[src/rtl/iq_pkg.sv]
package iq_pkg;
  typedef enum logic [1:0] {
    MODE_SYNC  = 2'd0,
    MODE_SHORT = 2'd1,
    MODE_LONG  = 2'd2,
    MODE_BYPASS = 2'd3
  } qual_mode_e;
endpackage

[src/rtl/iq_sync.sv]
module iq_sync #(
  parameter int STAGES = 2
) (
  input  logic clk_i,
  input  logic rst_ni,
  input  logic d_i,
  output logic q_o
);
  logic [STAGES-1:0] ff_q;

  generate
    if (STAGES == 1) begin : g_one
      always_ff @(posedge clk_i or negedge rst_ni)
        if (!rst_ni) ff_q <= '1;
        else         ff_q <= d_i;
    end else begin : g_chain
      always_ff @(posedge clk_i or negedge rst_ni)
        if (!rst_ni) ff_q <= '1;
        else         ff_q <= {ff_q[STAGES-2:0], d_i};
    end
  endgenerate

  assign q_o = ff_q[STAGES-1];
endmodule

[src/rtl/iq_strobe.sv]
module iq_strobe #(
  parameter int PERIOD_W = 8
) (
  input  logic                clk_i,
  input  logic                rst_ni,
  input  logic [PERIOD_W-1:0] period_i,
  output logic                strobe_o
);
  localparam int CNT_W = PERIOD_W + 1;

  logic [PERIOD_W-1:0] period_q;
  logic [CNT_W-1:0]    cnt_q;
  logic [CNT_W-1:0]    lim;
  logic                changed;

  assign changed  = (period_i != period_q);
  assign lim      = {period_q, 1'b0} - CNT_W'(1);
  assign strobe_o = !changed && ((period_q == '0) || (cnt_q == lim));

  always_ff @(posedge clk_i or negedge rst_ni) begin
    if (!rst_ni) begin
      period_q <= '0;
      cnt_q    <= '0;
    end else if (changed) begin
      period_q <= period_i;   // restart interval on new period
      cnt_q    <= '0;
    end else if (strobe_o) begin
      cnt_q    <= '0;
    end else begin
      cnt_q    <= cnt_q + CNT_W'(1);
    end
  end

  p_cnt_bound_r4: assert property (@(posedge clk_i) disable iff (!rst_ni)
    (period_q != '0) |-> (cnt_q <= lim));

  p_strobe_gap_r4: assert property (@(posedge clk_i) disable iff (!rst_ni)
    (strobe_o && period_q != '0) |=> !strobe_o);

  p_restart_r8: assert property (@(posedge clk_i) disable iff (!rst_ni)
    (changed && period_i != '0) |=> !strobe_o);
endmodule

[src/rtl/iq_filter.sv]
module iq_filter
  import iq_pkg::*;
#(
  parameter int NSAMP_SHORT = 3,
  parameter int NSAMP_LONG  = 6
) (
  input  logic       clk_i,
  input  logic       rst_ni,
  input  logic       sample_i,
  input  logic       strobe_i,
  input  qual_mode_e mode_i,
  output logic       qual_o
);
  localparam int HIST_W = NSAMP_LONG - 1;
  localparam logic [HIST_W-1:0] MASK_SHORT = HIST_W'((1 << (NSAMP_SHORT - 1)) - 1);
  localparam logic [HIST_W-1:0] MASK_LONG  = '1;

  logic [HIST_W-1:0] hist_q;
  logic [HIST_W-1:0] mask;
  logic              qual_q;
  logic              sampled;
  logic              hi_ok;
  logic              lo_ok;

  assign sampled = (mode_i == MODE_SHORT) || (mode_i == MODE_LONG);
  assign mask    = (mode_i == MODE_LONG) ? MASK_LONG : MASK_SHORT;
  assign hi_ok   =  sample_i && (&(hist_q | ~mask));
  assign lo_ok   = !sample_i && !(|(hist_q & mask));

  always_ff @(posedge clk_i or negedge rst_ni) begin
    if (!rst_ni) begin
      hist_q <= '1;
      qual_q <= 1'b1;
    end else if (!sampled) begin
      qual_q <= sample_i;
    end else if (strobe_i) begin
      hist_q <= {hist_q[HIST_W-2:0], sample_i};
      if (hi_ok)      qual_q <= 1'b1;
      else if (lo_ok) qual_q <= 1'b0;
    end
  end

  assign qual_o = qual_q;

  p_hold_r5: assert property (@(posedge clk_i) disable iff (!rst_ni)
    (sampled && !strobe_i) |=> $stable(qual_q));

  p_agree_r6: assert property (@(posedge clk_i) disable iff (!rst_ni)
    (sampled && strobe_i) |=> (qual_q == $past(qual_q) || qual_q == $past(sample_i)));

  p_reject_r7: assert property (@(posedge clk_i) disable iff (!rst_ni)
    (sampled && strobe_i && sample_i != hist_q[0]) |=> $stable(qual_q));
endmodule

[src/rtl/iq_qualifier.sv]
module iq_qualifier
  import iq_pkg::*;
#(
  parameter int PERIOD_W    = 8,
  parameter int SYNC_STAGES = 2,
  parameter int NSAMP_SHORT = 3,
  parameter int NSAMP_LONG  = 6
) (
  input  logic                clk_i,
  input  logic                rst_ni,
  input  logic                pin_i,
  input  logic [PERIOD_W-1:0] period_i,
  input  logic [1:0]          mode_i,
  output logic                qual_o
);
  qual_mode_e mode;
  logic       pin_sync;
  logic       strobe;
  logic       filt;

  assign mode = qual_mode_e'(mode_i);

  iq_sync #(.STAGES(SYNC_STAGES)) u_sync (
    .clk_i (clk_i),
    .rst_ni(rst_ni),
    .d_i   (pin_i),
    .q_o   (pin_sync)
  );

  iq_strobe #(.PERIOD_W(PERIOD_W)) u_strobe (
    .clk_i   (clk_i),
    .rst_ni  (rst_ni),
    .period_i(period_i),
    .strobe_o(strobe)
  );

  iq_filter #(.NSAMP_SHORT(NSAMP_SHORT), .NSAMP_LONG(NSAMP_LONG)) u_filter (
    .clk_i   (clk_i),
    .rst_ni  (rst_ni),
    .sample_i(pin_sync),
    .strobe_i(strobe),
    .mode_i  (mode),
    .qual_o  (filt)
  );

  assign qual_o = (mode == MODE_BYPASS) ? pin_i : filt;

  p_reset_idle_r1: assert property (@(posedge clk_i) disable iff (!rst_ni)
    $rose(rst_ni) |-> (filt == 1'b1));
endmodule

[config.mk]
export PLATFORM = sky130hd
export DESIGN_NAME = iq_qualifier
export DESIGN_NICKNAME = d
export VERILOG_FILES = /design/src/rtl/iq_pkg.sv /design/src/rtl/iq_sync.sv /design/src/rtl/iq_strobe.sv /design/src/rtl/iq_filter.sv /design/src/rtl/iq_qualifier.sv
export SDC_FILE = /design/constraint.sdc
export NUM_CORES = 1
export LEC_CHECK = 0
export ABC_AREA = 1
export BUFFER_PORTS_ARGS = -buffer_cell sky130_fd_sc_hd__buf_2
export CAP_MARGIN = 20
export CORE_MARGIN = 2
export CORE_UTILIZATION = 40
export CTS_CLUSTER_DIAMETER = 30
export DETAILED_ROUTE_END_ITERATION = 6
export PLACE_DENSITY_LB_ADDON = 0.3
export SYNTH_ARGS = -nofsm -noshare
export SYNTH_HDL_FRONTEND = slang
export SYNTH_SLANG_ARGS = --single-unit
[constraint.sdc]
create_clock -name clk_i -period 2.65 [get_ports clk_i]
set_clock_uncertainty 0.15 [all_clocks]
set_input_delay 0.1325 -clock clk_i [delete_from_list [all_inputs] [get_ports clk_i]]
set_output_delay 0.1325 -clock clk_i [all_outputs]
set_load 0.05 [all_outputs]
==> key figures <==
Clocking
  • Sink Count: 25
  • TritonCTS clock tree: done
  • CTS clk-pin slew, worst paths: around 0.080 ns
  • Clk_lat worst skew: 0.26 ns
  • Clock Root Buffer: clkbuf_8
  • Max Root-Sink Buffers: 2
  • Htree depth: 1
  • Postcts setup bufs: 0
  • Total CTS buffers: 3

GRT
  • Vias in the first global route: 998
  • Largest net degree at the start of global routing: 26
  • Global-route wire length before repair: about 4300 um
  • Antenna violations before repair: 0
  • Total GRT Usage: 13.0%
  • GRT overflow: 0

Synthesis
  • Synth area leader: dfrtp_1
  • Synth Register Bits: 25
  • Post-Syn Area: around 1500 um^2
  • Seq/Total Area, Yosys: around 43%
  • Yosys warns: 0
  • Count of different cell masters after synthesis: 26
  • Post-Synthesis Cells: 178
  • Net count after synthesis: slightly below 200
  • Syn_area_per_cell: between 8 and 9 um^2
  • Top cells by area, synth: dfrtp_1 29%, dfstp_2 14%, nand2_1 9.6%
  • Share of the synthesized area in the top cell type: between 20% and 30%

Pwr
  • Internal Power: roughly 0.00054 W
  • PD cells: 419 nW/um^2
  • Maximum VDD drop: 0.000260 V
  • Clock power frac: 30.8%
  • Sw frac: around 25%
  • Comb power frac: a little over an eighth
  • NetSw: ~0.00018 W
  • Leakage power: between 0.7 and 0.8 nW
  • Flop pwr share: 55.9%

Die
  • Die Wd: around 65 um
  • Ports: 14
  • CORE AREA: ~3600 um^2
  • Starting Density: between 40% and 50%
  • Die extent in y: around 65 um
  • Core Rows: 22
  • Die area: ~4200 um^2

STA
  • Final setup viols: 0
  • Max-slew violation count: 0
  • Hold slack final: between 0.15 and 0.2 ns
  • Max Fclk: roughly 510 MHz
  • Setup TNS Final: 0 ns
  • Part of the cycle the worst path needs: 74.0%
  • Final Hold Viols: 0
  • Min Clock Period, post-route: ~2 ns
  • Worst slew pin tran: about 0.54 ns
  • Max-slew headroom: 63.7%
  • RSZ-0062 raised after global routing: false

Placement
  • Detail Placement HPWL: 1930 um
  • Port bufs: 13
  • Global placer's final weighted congestion: roughly 0.76

Route
  • Vias: 1,086
  • Vias per cell: around 4.4
  • Post-route ant nets: 0
  • DRT iter0 DRCs: 20
  • DRT Pass-1 Iters: 4
  • WL/cell: 10.2 um
  • DRC viols: 0
  • Total Routed Length: ~2500 um

Setup path
  • Worst Setup End Kind: register
  • R2r endpoint: u_filter.hist_q[0]$_DFFE_PN1P_
  • Reg-to-Reg Start: u_strobe.period_q[0]$_DFFE_PN0N_
  • Critical path class: register to register
  • Crit path launch: u_strobe.period_q[0]$_DFFE_PN0N_
  • Worst R2R Setup Slack: 0.69 ns
  • Crit path arrival time: 2.01 ns
  • Worst-case reg-to-reg path depth: 11
  • WP data required: about 2.7 ns
  • CP Launch Type: register
  • Critical Path Sink: u_filter.hist_q[0]$_DFFE_PN1P_
  • Worst Path Max Fanout: 10

Final layout
  • Nets: between 200 and 250
  • Layout Area Growth over Synthesis: 16.1%
  • Diodes inserted: 0
  • Layout cell share with drive strength beyond 1: between 20% and 30%

Min path
  • HP Class: primary input to register
  • Hold Startpoint: mode_i[1]

Run
  • Max-cap viol count: 0

Outcome
  • Status: finished clean
[power by group through the flow]
stage / Clock [W] / Sequential, W / Combinational (W)
final: 0.000223 / 0.000405 / 0.0000968
after global routing: 0.000249 / 0.000407 / 0.000110
after CTS: 0.000235 / 0.000405 / 0.0000983
after detailed placement: 0 / 0.000412 / 0.0000868
after global placement: 0 / 0.000412 / 0.0000858
after floorplan: 0 / 0.000410 / 0.0000622
[metal layers]
metal / part of all wire [%] / wire, um / vias to the layer above / GRT usage, %
li1: - / - / 586 / -
met1: 52 / 1310 / 484 / 19.2
met2: 45 / 1120 / 14 / 20.1
met3: 1.9 / 48 / 2 / 2.08
met4: 0.56 / 14 / 0 / 3.13
met5: 0 / 0 / - / 0
[registers in the layout (all words and copies together) (netlist names)]
| signal | flops |
|---|---|
| u_filter.hist_q | 5 |
| u_filter.qual_o | 1 |
| u_strobe.cnt_q | 9 |
| u_strobe.period_q | 8 |
| u_sync.ff_q | 2 |
[cell usage after synthesis]
library cell,instances
inv_1,24
a21oi_1,2
nand3_1,7
nand2_1,38
xnor2_1,12
clkinv_1,1
xor2_1,3
nor2_1,15
o21ai_1,6
nor2_4,3
nand4_1,6
mux2_2,1
ha_1,4
clkbuf_1,8
nor2_2,2
nand3_4,2
nor3_1,2
nor3b_2,3
nand2_4,2
inv_2,2
o21ai_0,4
o31ai_1,1
dfrtp_1,17
nand3_2,2
dfstp_2,8
nand2_2,3
[critical path, cell delays in order (launching register included)]
cell and delay, ns:
dfrtp_1 0.39, inv_1 0.08, ha_1 0.31, nand2_1 0.07, nand2_1 0.05, nor3_1 0.20
nand2_2 0.09, nor2_4 0.12, nand2_4 0.07, nand2_4 0.07, nand3_4 0.12, o21ai_1 0.16
[final cells by class]
| class | instances | area (um^2) |
|---|---|---|
| well taps | 48 | 60.1 |
| flip-flops and latches | 25 | 636 |
| fillers | 361 | 1880 |
| inverters | 27 | 101 |
| repair buffers | 23 | 165 |
| multi-input cells | 118 | 722 |
| clock buffers | 4 | 45.0 |
[cell families (layout without fill, tap and decap cells)]
family | count (synthesis) | count (layout) | synth area share [%]
AND/OR/NAND/NOR | 85 | 85 | 31.0
buffers and inverters | 35 | 54 | 8.82
flip-flops | 25 | 25 | 42.7
XOR/XNOR | 15 | 15 | 8.82
AO/OA/AOI/OAI | 13 | 13 | 4.54
adder cells (fa/ha/maj) | 4 | 4 | 3.36
multiplexers | 1 | 1 | 0.756
[how the worst min path moves through the flow]
stage                             endpoint  depth (start not counted)
2_1_floorplan  u_strobe.cnt_q[0]$_DFF_PN0_                          0
3_3_place_gp   u_strobe.cnt_q[2]$_DFF_PN0_                          1
3_5_place_dp   u_strobe.cnt_q[1]$_DFF_PN0_                          1
4_1_cts        u_filter.qual_o$_DFFE_PN1P_                          5
5_1_grt        u_filter.qual_o$_DFFE_PN1P_                          5
6_report       u_filter.qual_o$_DFFE_PN1P_                          5
[layout by cell type, fill, tap and decap left out, drive strengths merged]
cell and instances:
a21oi 2, buf 13, clkbuf 4, clkinv 1, dfrtp 17, dfstp 8, dlygate4sd3 10, ha 4
inv 26, mux2 1, nand2 43, nand3 11, nand4 6, nor2 20, nor3 2, nor3b 3
o21ai 10, o31ai 1, xnor2 12, xor2 3
[per-stage QoR]
| stage | area [um^2] | std cells | utilization, % | setup WS (ns) | total power, W |
|---|---|---|---|---|---|
| finish | 1730 | 245 | 48.0 | 0.688 | 0.000725 |
| detailed placement | 1580 | 231 | 43.9 | 0.675 | 0.000499 |
| global placement | 1580 | 231 | 43.9 | 0.738 | 0.000498 |
| global route | 1730 | 245 | 48.0 | 0.509 | 0.000766 |
| floorplan | 1490 | 178 | - | 0.812 | 0.000472 |
| CTS | 1730 | 245 | 48.0 | 0.667 | 0.000738 |
[what timing repair did]
action,CTS,global route
hold buffers,10,0
hold endpoints to repair,26,0
gates resized for setup,0,0
setup endpoints to repair,0,0
Power figures use the tool's default switching activity.
